**src/rtl/kcg_pkg.sv**
```systemverilog
package kcg_pkg;

  typedef enum logic [1:0] {
    KEY_NONE = 2'd0,
    KEY_GOOD = 2'd1,
    KEY_BAD  = 2'd2
  } key_evt_e;

  // Classify one bus write against the key register.
  function automatic key_evt_e key_classify(input logic we, input logic [7:0] addr,
                                            input logic [7:0] data,
                                            input logic [7:0] key_addr,
                                            input logic [7:0] key_val);
    if (!we || addr != key_addr) return KEY_NONE;
    return (data == key_val) ? KEY_GOOD : KEY_BAD;
  endfunction

  // Window counter step: arming wins, then clearing, then counting down.
  function automatic int win_step(input int cnt, input key_evt_e ev, input logic clr,
                                  input logic stb, input int win_len);
    if (ev == KEY_GOOD) return win_len;
    if (ev == KEY_BAD || clr) return 0;
    if (stb && cnt != 0) return cnt - 1;
    return cnt;
  endfunction

endpackage

```
**src/rtl/kcg_key_window.sv**
```systemverilog
module kcg_key_window
  import kcg_pkg::*;
#(
  parameter int          ADDR_W   = 8,
  parameter int          DATA_W   = 8,
  parameter logic [7:0]  KEY_ADDR = 8'hE2,
  parameter logic [7:0]  KEY_VAL  = 8'h98,
  parameter int          WIN_CYC  = 6,
  localparam int         CNT_W    = $clog2(WIN_CYC + 1)
) (
  input  logic              clk,
  input  logic              rst_n,
  input  logic              bus_we,
  input  logic [ADDR_W-1:0] bus_addr,
  input  logic [DATA_W-1:0] bus_wdata,
  input  logic              icyc_stb,
  input  logic              irq_taken,
  input  logic              call_acc,
  output logic              win_open,
  output logic [CNT_W-1:0]  win_cnt,
  output logic              key_good,
  output logic              key_bad
);

  key_evt_e         ev;
  logic [CNT_W-1:0] cnt_nxt;

  always_comb begin
    ev       = key_classify(bus_we, 8'(bus_addr), 8'(bus_wdata), KEY_ADDR, KEY_VAL);
    key_good = (ev == KEY_GOOD);
    key_bad  = (ev == KEY_BAD);
    cnt_nxt  = CNT_W'(win_step(int'(win_cnt), ev, irq_taken | call_acc, icyc_stb, WIN_CYC));
  end

  always_ff @(posedge clk) begin
    if (!rst_n) win_cnt <= '0;
    else        win_cnt <= cnt_nxt;
  end

  assign win_open = (win_cnt != '0);

endmodule

```
**src/rtl/kcg_call_ctl.sv**
```systemverilog
module kcg_call_ctl (
  input  logic clk,
  input  logic rst_n,
  input  logic call_dec,
  input  logic win_open,
  input  logic boot_ret,
  output logic call_acc,
  output logic call_ok,
  output logic call_rej,
  output logic prot_mode
);

  logic call_deny;

  always_comb begin
    call_acc  = call_dec & win_open;
    call_deny = call_dec & ~win_open;
  end

  always_ff @(posedge clk) begin
    if (!rst_n) begin
      call_ok   <= 1'b0;
      call_rej  <= 1'b0;
      prot_mode <= 1'b0;
    end else begin
      call_ok  <= call_acc;
      call_rej <= call_deny;
      if (call_acc)      prot_mode <= 1'b1;
      else if (boot_ret) prot_mode <= 1'b0;
    end
  end

endmodule

```
**src/rtl/kcg_irq_gate.sv**
```systemverilog
module kcg_irq_gate #(
  parameter int N_IRQ = 4
) (
  input  logic             clk,
  input  logic             rst_n,
  input  logic             prot_mode,
  input  logic             gie,
  input  logic [N_IRQ-1:0] irq_src,
  input  logic [N_IRQ-1:0] irq_ack,
  output logic [N_IRQ-1:0] irq_out,
  output logic [N_IRQ-1:0] pend
);

  for (genvar i = 0; i < N_IRQ; i++) begin : g_src
    logic clr;
    assign clr = irq_ack[i] & ~prot_mode;

    always_ff @(posedge clk) begin
      if (!rst_n)          pend[i] <= 1'b0;
      else if (irq_src[i]) pend[i] <= 1'b1;
      else if (clr)        pend[i] <= 1'b0;
    end

    assign irq_out[i] = pend[i] & gie & ~prot_mode;
  end

endmodule

```
**src/rtl/key_call_gate.sv**
```systemverilog
module key_call_gate
  import kcg_pkg::*;
#(
  parameter int          N_IRQ    = 4,
  parameter int          ADDR_W   = 8,
  parameter int          DATA_W   = 8,
  parameter logic [7:0]  KEY_ADDR = 8'hE2,
  parameter logic [7:0]  KEY_VAL  = 8'h98,
  parameter int          WIN_CYC  = 6,
  localparam int         CNT_W    = $clog2(WIN_CYC + 1)
) (
  input  logic              clk,
  input  logic              rst_n,
  input  logic              bus_we,
  input  logic [ADDR_W-1:0] bus_addr,
  input  logic [DATA_W-1:0] bus_wdata,
  input  logic              icyc_stb,
  input  logic              call_dec,
  input  logic              irq_taken,
  input  logic              boot_ret,
  input  logic              gie,
  input  logic [N_IRQ-1:0]  irq_src,
  input  logic [N_IRQ-1:0]  irq_ack,
  output logic [N_IRQ-1:0]  irq_out,
  output logic              key_armed,
  output logic              call_ok,
  output logic              call_rej,
  output logic              prot_mode
);

  logic             win_open;
  logic [CNT_W-1:0] win_cnt;
  logic             key_good;
  logic             key_bad;
  logic             call_acc;
  logic [N_IRQ-1:0] pend;

  kcg_key_window #(
    .ADDR_W(ADDR_W), .DATA_W(DATA_W), .KEY_ADDR(KEY_ADDR),
    .KEY_VAL(KEY_VAL), .WIN_CYC(WIN_CYC)
  ) u_win (
    .clk(clk), .rst_n(rst_n), .bus_we(bus_we), .bus_addr(bus_addr),
    .bus_wdata(bus_wdata), .icyc_stb(icyc_stb), .irq_taken(irq_taken),
    .call_acc(call_acc), .win_open(win_open), .win_cnt(win_cnt),
    .key_good(key_good), .key_bad(key_bad)
  );

  kcg_call_ctl u_call (
    .clk(clk), .rst_n(rst_n), .call_dec(call_dec), .win_open(win_open),
    .boot_ret(boot_ret), .call_acc(call_acc), .call_ok(call_ok),
    .call_rej(call_rej), .prot_mode(prot_mode)
  );

  kcg_irq_gate #(.N_IRQ(N_IRQ)) u_irq (
    .clk(clk), .rst_n(rst_n), .prot_mode(prot_mode), .gie(gie),
    .irq_src(irq_src), .irq_ack(irq_ack), .irq_out(irq_out), .pend(pend)
  );

  assign key_armed = win_open;

endmodule

```
**config.mk**
```make
export PLATFORM = sky130hd
export DESIGN_NAME = key_call_gate
export DESIGN_NICKNAME = d
export VERILOG_FILES = /design/src/rtl/kcg_pkg.sv /design/src/rtl/kcg_key_window.sv /design/src/rtl/kcg_call_ctl.sv /design/src/rtl/kcg_irq_gate.sv /design/src/rtl/key_call_gate.sv
export SDC_FILE = /design/constraint.sdc
export NUM_CORES = 1
export LEC_CHECK = 0
export ABC_CLOCK_PERIOD_IN_PS = 2300
export BUFFER_PORTS_ARGS = -buffer_cell sky130_fd_sc_hd__buf_2
export CAP_MARGIN = 20
export CELL_PAD_IN_SITES_DETAIL_PLACEMENT = 1
export CELL_PAD_IN_SITES_GLOBAL_PLACEMENT = 1
export CORE_ASPECT_RATIO = 1.2
export CORE_MARGIN = 2
export CORE_UTILIZATION = 24
export CTS_BUF_LIST = sky130_fd_sc_hd__clkbuf_16
export CTS_CLUSTER_DIAMETER = 80
export DETAILED_ROUTE_END_ITERATION = 16
export HOLD_SLACK_MARGIN = 0.08
export MAX_ROUTING_LAYER = met4
export PLACE_DENSITY_LB_ADDON = 0.1
export SYNTH_ARGS = -nofsm -noshare
export SYNTH_HDL_FRONTEND = slang
export SYNTH_SLANG_ARGS = --single-unit
```
**constraint.sdc**
```tcl
create_clock -name clk -period 2.3 [get_ports clk]
set_input_delay 0.23 -clock clk [delete_from_list [all_inputs] [get_ports clk]]
set_output_delay 0.23 -clock clk [all_outputs]
set_load 0.01 [all_outputs]
```
; ---- Word level (Yosys, flattened, before mapping)
; Index checks and enable logic that the tools add are counted.
[word_totals]
register_bits = 10
latchBits = 0
mem_bits_rw = 0
mem_bits_ro = 0
out_inout_bits = 8
mem_count = 0
[classes]
add_sub_neg = 1
n_mul = 0
div_mod_pow = 0
magnitude_cmp = 0
eq_ne = 4
n_shift = 0
muxes = 26
bitwise = 17
n_reduce_logical = 12
[ops]
columns = op, count
row1 = 2-to-1 mux 3 bit, 6
row2 = 2-to-1 mux 1 bit, 17
row3 = AND 1 bit, 14
row4 = nonzero test 2 bit, 5
row5 = nonzero test 3 bit, 3
row6 = "== test 8 bit, second input constant", 1
row7 = "inequality test 8 bit, second input constant", 1
row8 = 2-to-1 mux 2 bit, 3
row9 = "subtractor 3 x 1 -> 3 bit, second input constant", 1
row10 = "== test 2 x 1 -> 1 bit, second input constant", 1
row11 = "== test 2 bit, second input constant", 1
row12 = logical OR 1 bit, 2
row13 = NOT 1 bit, 2
row14 = logical AND 1 bit, 1
row15 = zero test 1 bit, 1
row16 = OR 1 bit, 1

; ---- Logic depth before layout (Yosys ltp)
[depth]
depth_word = 13
depth_mapped = 6

; ---- By module
; From an unflattened synthesis, not the netlist that was laid out.
[hier_totals]
hier_cells = 58
hier_area_um2 = 519.2
[by_module_without_submodules]
columns = mod, instances, cells_each, area_each_um2, seq_area_each_um2
row1 = kcg_key_window, 1, 29, 250.2, 60.1
row2 = kcg_irq_gate, 1, 21, 168.9, 80.1
row3 = kcg_call_ctl, 1, 8, 100.1, 60.1

; ---- Least setup slack after synthesis
; No wires, ideal clock.
[synth_timing]
path_kind = input to register
from = input bus_addr[0]
to = register u_win.win_cnt[1]
arrival_ps = 1566
path_slack_ps = 660
stages = 4
path_buffers = 0
path_cell_list = or3b_1 -> or4_1 -> or4_1 -> o21ai_0
[synth_between]
elab_chain_len = 11
word_cells_on_any_way = 17
classes_between = eq/ne: 3 / mux: 11 / reduce/logical: 3
[synth_lines]
columns = element, line
row1 = from (decl), key_call_gate.sv:15  ; input logic [ADDR_W-1:0] bus_addr,
row2 = inequality test 8 bit (*), kcg_pkg.sv:14  ; if (!we || addr != key_addr) return KEY_NONE;
row3 = logical OR 1 bit (*), kcg_pkg.sv:14
row4 = 2-to-1 mux 1 bit (*), kcg_pkg.sv:14
row5 = 2-to-1 mux 2 bit (*), kcg_pkg.sv:15  ; return (data == key_val) ? KEY_GOOD : KEY_BAD;
row6 = == test 2 x 1 -> 1 bit or == test 2 bit (tied branches), --
row7 = 2-to-1 mux 3 bit or logical OR 1 bit (tied branches), "kcg_pkg.sv:21, kcg_pkg.sv:22"
row8 = 2-to-1 mux 3 bit, kcg_pkg.sv:22  ; if (ev == KEY_BAD || clr) return 0;
row9 = 2-to-1 mux 3 bit, kcg_pkg.sv:23  ; if (stb && cnt != 0) return cnt - 1;
row10 = 2-to-1 mux 3 bit, kcg_pkg.sv:24  ; return cnt;
row11 = 2-to-1 mux 3 bit, kcg_pkg.sv:23
row12 = 2-to-1 mux 3 bit, kcg_pkg.sv:22
row13 = to (signal assigned), kcg_key_window.sv:37  ; else win_cnt <= cnt_nxt;
row14 = to (decl), kcg_key_window.sv:20  ; output logic [CNT_W-1:0] win_cnt,
; Every way passes the cells marked *; elsewhere a longest branch is shown, timed or not. The select of a mux whose other input is x is not followed.
; A chain may end at the register's enable or synchronous reset.

; ---- Worst setup path in the final report
[layout_timing]
from = input bus_addr[0]
to = register u_win.win_cnt[2]
; Same word-level chain as after synthesis.

==> impl_metrics.yaml <==
global_routing:
  antenna_found_initial: 0
  grt_pass1_wl_um: 2130
  grt_max_degree: 9
  grt-ovfl-total: 0
  grt_pass1_vias: 552
  grt_usage: 0.130
logic_synthesis:
  synthTopCellsByArea: "dfxtp_1 (42%), nand2b_1 (7.8%), nor2b_1 (7.8%)"
  yosysWarnings: 0
  syn_inst: 55
  synth.distinct_cells: 20
  yosysSeqAreaShare: 0.416
  synth_top_area_frac: 0.416
  synthesis.area_um2: 482
  synth_top_cell_by_area: "dfxtp_1"
  ys_ff_latch: 10
  syn_avg_cell_area_um2: 8.76
  synth_nets: 89
timing:
  slew_viol_final: 0
  relSlewSlack: 0.801
  finalHoldViolations: 0
  tns_ns: 0
  worst_pin_slew_ns: 0.294
  setup_viol: 0
  setup_slack_ns: 0.741
  timing.fmax_ghz: 0.641
  fin_worst_skew_ns: 0.00363
  rsz0062_at_grt: "no"
  fin_crit_ns: 1.56
  finalCritPeriodShare: 0.678
clocking:
  worstSkewPairLatency_ns: 0.24
  htreeDepth: 1
  postCtsHoldBufs: 0
  cts_setup_buffers: 0
  clock_sink_count: 10
  ctsResizeCount: 0
  clock_path_buffers: 2
  cts_tree: "done"
  cts_root_buf: "clkbuf_16"
  cts_buffers: 3
  clkTransAtPathRegs_ns: 0.04
power:
  peakVddDrop_mv: 0.275
  total_power_mw: 0.539
  powerDensity_mw_per_mm2: 692
  leakage_nw: 0.384
setup_path:
  cp.required_ns: 2.46
  reg2reg_slack_ns: 0.92
  crit_path_max_fanout: 2
  worstPathArrival_ns: 1.72
  startpoint_type: "primary input"
  critPathKind: "primary input to flip-flop"
  end_kind: "flip-flop"
die:
  dieHeight_um: 53.1
  io-pin-count: 40
  die_w_um: 44.9
  die-area_mm2: 0.00238
  rows: 17
  initial_core_util: 0.257
  core-area_mm2: 0.00187
routing:
  routed-wl-met3_um: 126
  m1WireLength_um: 445
  finalWirelength_um: 1240
  final_antenna_net_count: 0
  vias_per_cell: 4.68
  drc: 0
  highest_layer: "met4"
  drt_iter0_markers: 2
  vias: 547
  drt_pass1_iterations: 2
  avgRoutedWirePerCell_um: 10.6
  routed-wl-met2_um: 653
placed_design:
  pre_cts_ws_ns: 0.497
  numPortBuffers: 39
  routabilityCongestion: 0.630
  placed_cell_area_um2: 701
  dp_hpwl_um: 1050
cells_and_area:
  mostFrequentLayoutCells: "buf_2 (39), dfxtp_1 (10), nor2b_1 (6), nand2b_1 (6)"
  final_util: 0.416
  final_common_cell: "buf_2"
  final_area_um2: 779
  layout.nets: 133
  antennaDiodeCount: 0
  syn_to_final_growth_pct: 61.8
  drive_gt1_frac: 0.439
min_path:
  hp-class: "primary input to flip-flop"
run_status:
  status: "completed"
run:
  maxCapViolCount: 0
-- area by class of cell --
cell class | count | area [um^2]
Inverter | 2 | 7.51
Multi-Input combinational cell | 43 | 274
Tap cell | 19 | 23.8
Fill cell | 246 | 1090
Sequential cell | 10 | 200
Clock inverter | 1 | 3.75
Clock buffer | 3 | 75.1
Timing Repair Buffer | 39 | 195
-- stage by stage --
step	std cells	hold WS, ns
after detailed placement	113	0.468
after global routing	117	0.241
after floorplan	55	0.358
after CTS	117	0.227
after global placement	113	0.456
final	117	0.226
-- cell usage after synthesis, drive strengths merged --
cell,n
a21boi,1
a21oi,5
and2,4
dfxtp,10
ha,2
inv,2
mux2,1
nand2,5
nand2b,6
nand3b,1
nand4,1
nand4b,1
nor2,2
nor2b,6
nor3,1
nor4b,1
o21ai,2
or3b,1
or4,2
xnor2,1
-- state kept, by name, summed over array words and instances (netlist names) --
name,cells
u_irq.pend,4
u_win.win_cnt,3
u_call.call_ok,1
u_call.call_rej,1
u_call.prot_mode,1
-- per-layer routing --
metal | GRT usage | up-vias
li1 | - | 274
met1 | 0.117 | 241
met2 | 0.237 | 30
met3 | 0.0410 | 2
met4 | 0.0735 | 0
met5 | - | -
-- critical path, stage by stage --
cell     delay [ns]
buf_2          0.09
or3b_1         0.35
or4_1          0.42
or4_1          0.54
o21ai_0        0.09
-- logic make-up (layout without fill, tap and decap cells) --
kind of cell / Yosys count / in the layout / synth area share
mux: 1 / 1 / 0.0234
fa+ha+maj: 2 / 2 / 0.0519
simple gates: 31 / 31 / 0.387
buf+inv: 2 / 45 / 0.0156
compound gates: 8 / 8 / 0.0883
flops: 10 / 10 / 0.416
xor+xnor: 1 / 1 / 0.0182
-- report_power, final --
| part | internal, mW | switching [mW] | total [mW] |
|---|---|---|---|
| Sequential | 0.180 | 0.00195 | 0.182 |
| Combinational | 0.0302 | 0.0181 | 0.0483 |
| Clock | 0.228 | 0.0813 | 0.309 |
| Total | 0.438 | 0.101 | 0.539 |
-- worst paths after layout --
check	start	end	cells after the start
setup / recovery	bus_addr[0]	u_win.win_cnt[2]$_SDFFE_PN0P_	5
setup reg to reg	u_win.win_cnt[0]$_SDFFE_PN0P_	u_win.win_cnt[1]$_SDFFE_PN0P_	6
hold reg to reg	u_irq.pend[1]$_SDFFE_PN0P_	u_irq.pend[1]$_SDFFE_PN0P_	2
hold / removal	irq_src[0]	u_irq.pend[0]$_SDFFE_PN0P_	3
Power figures use the tool's default switching activity.
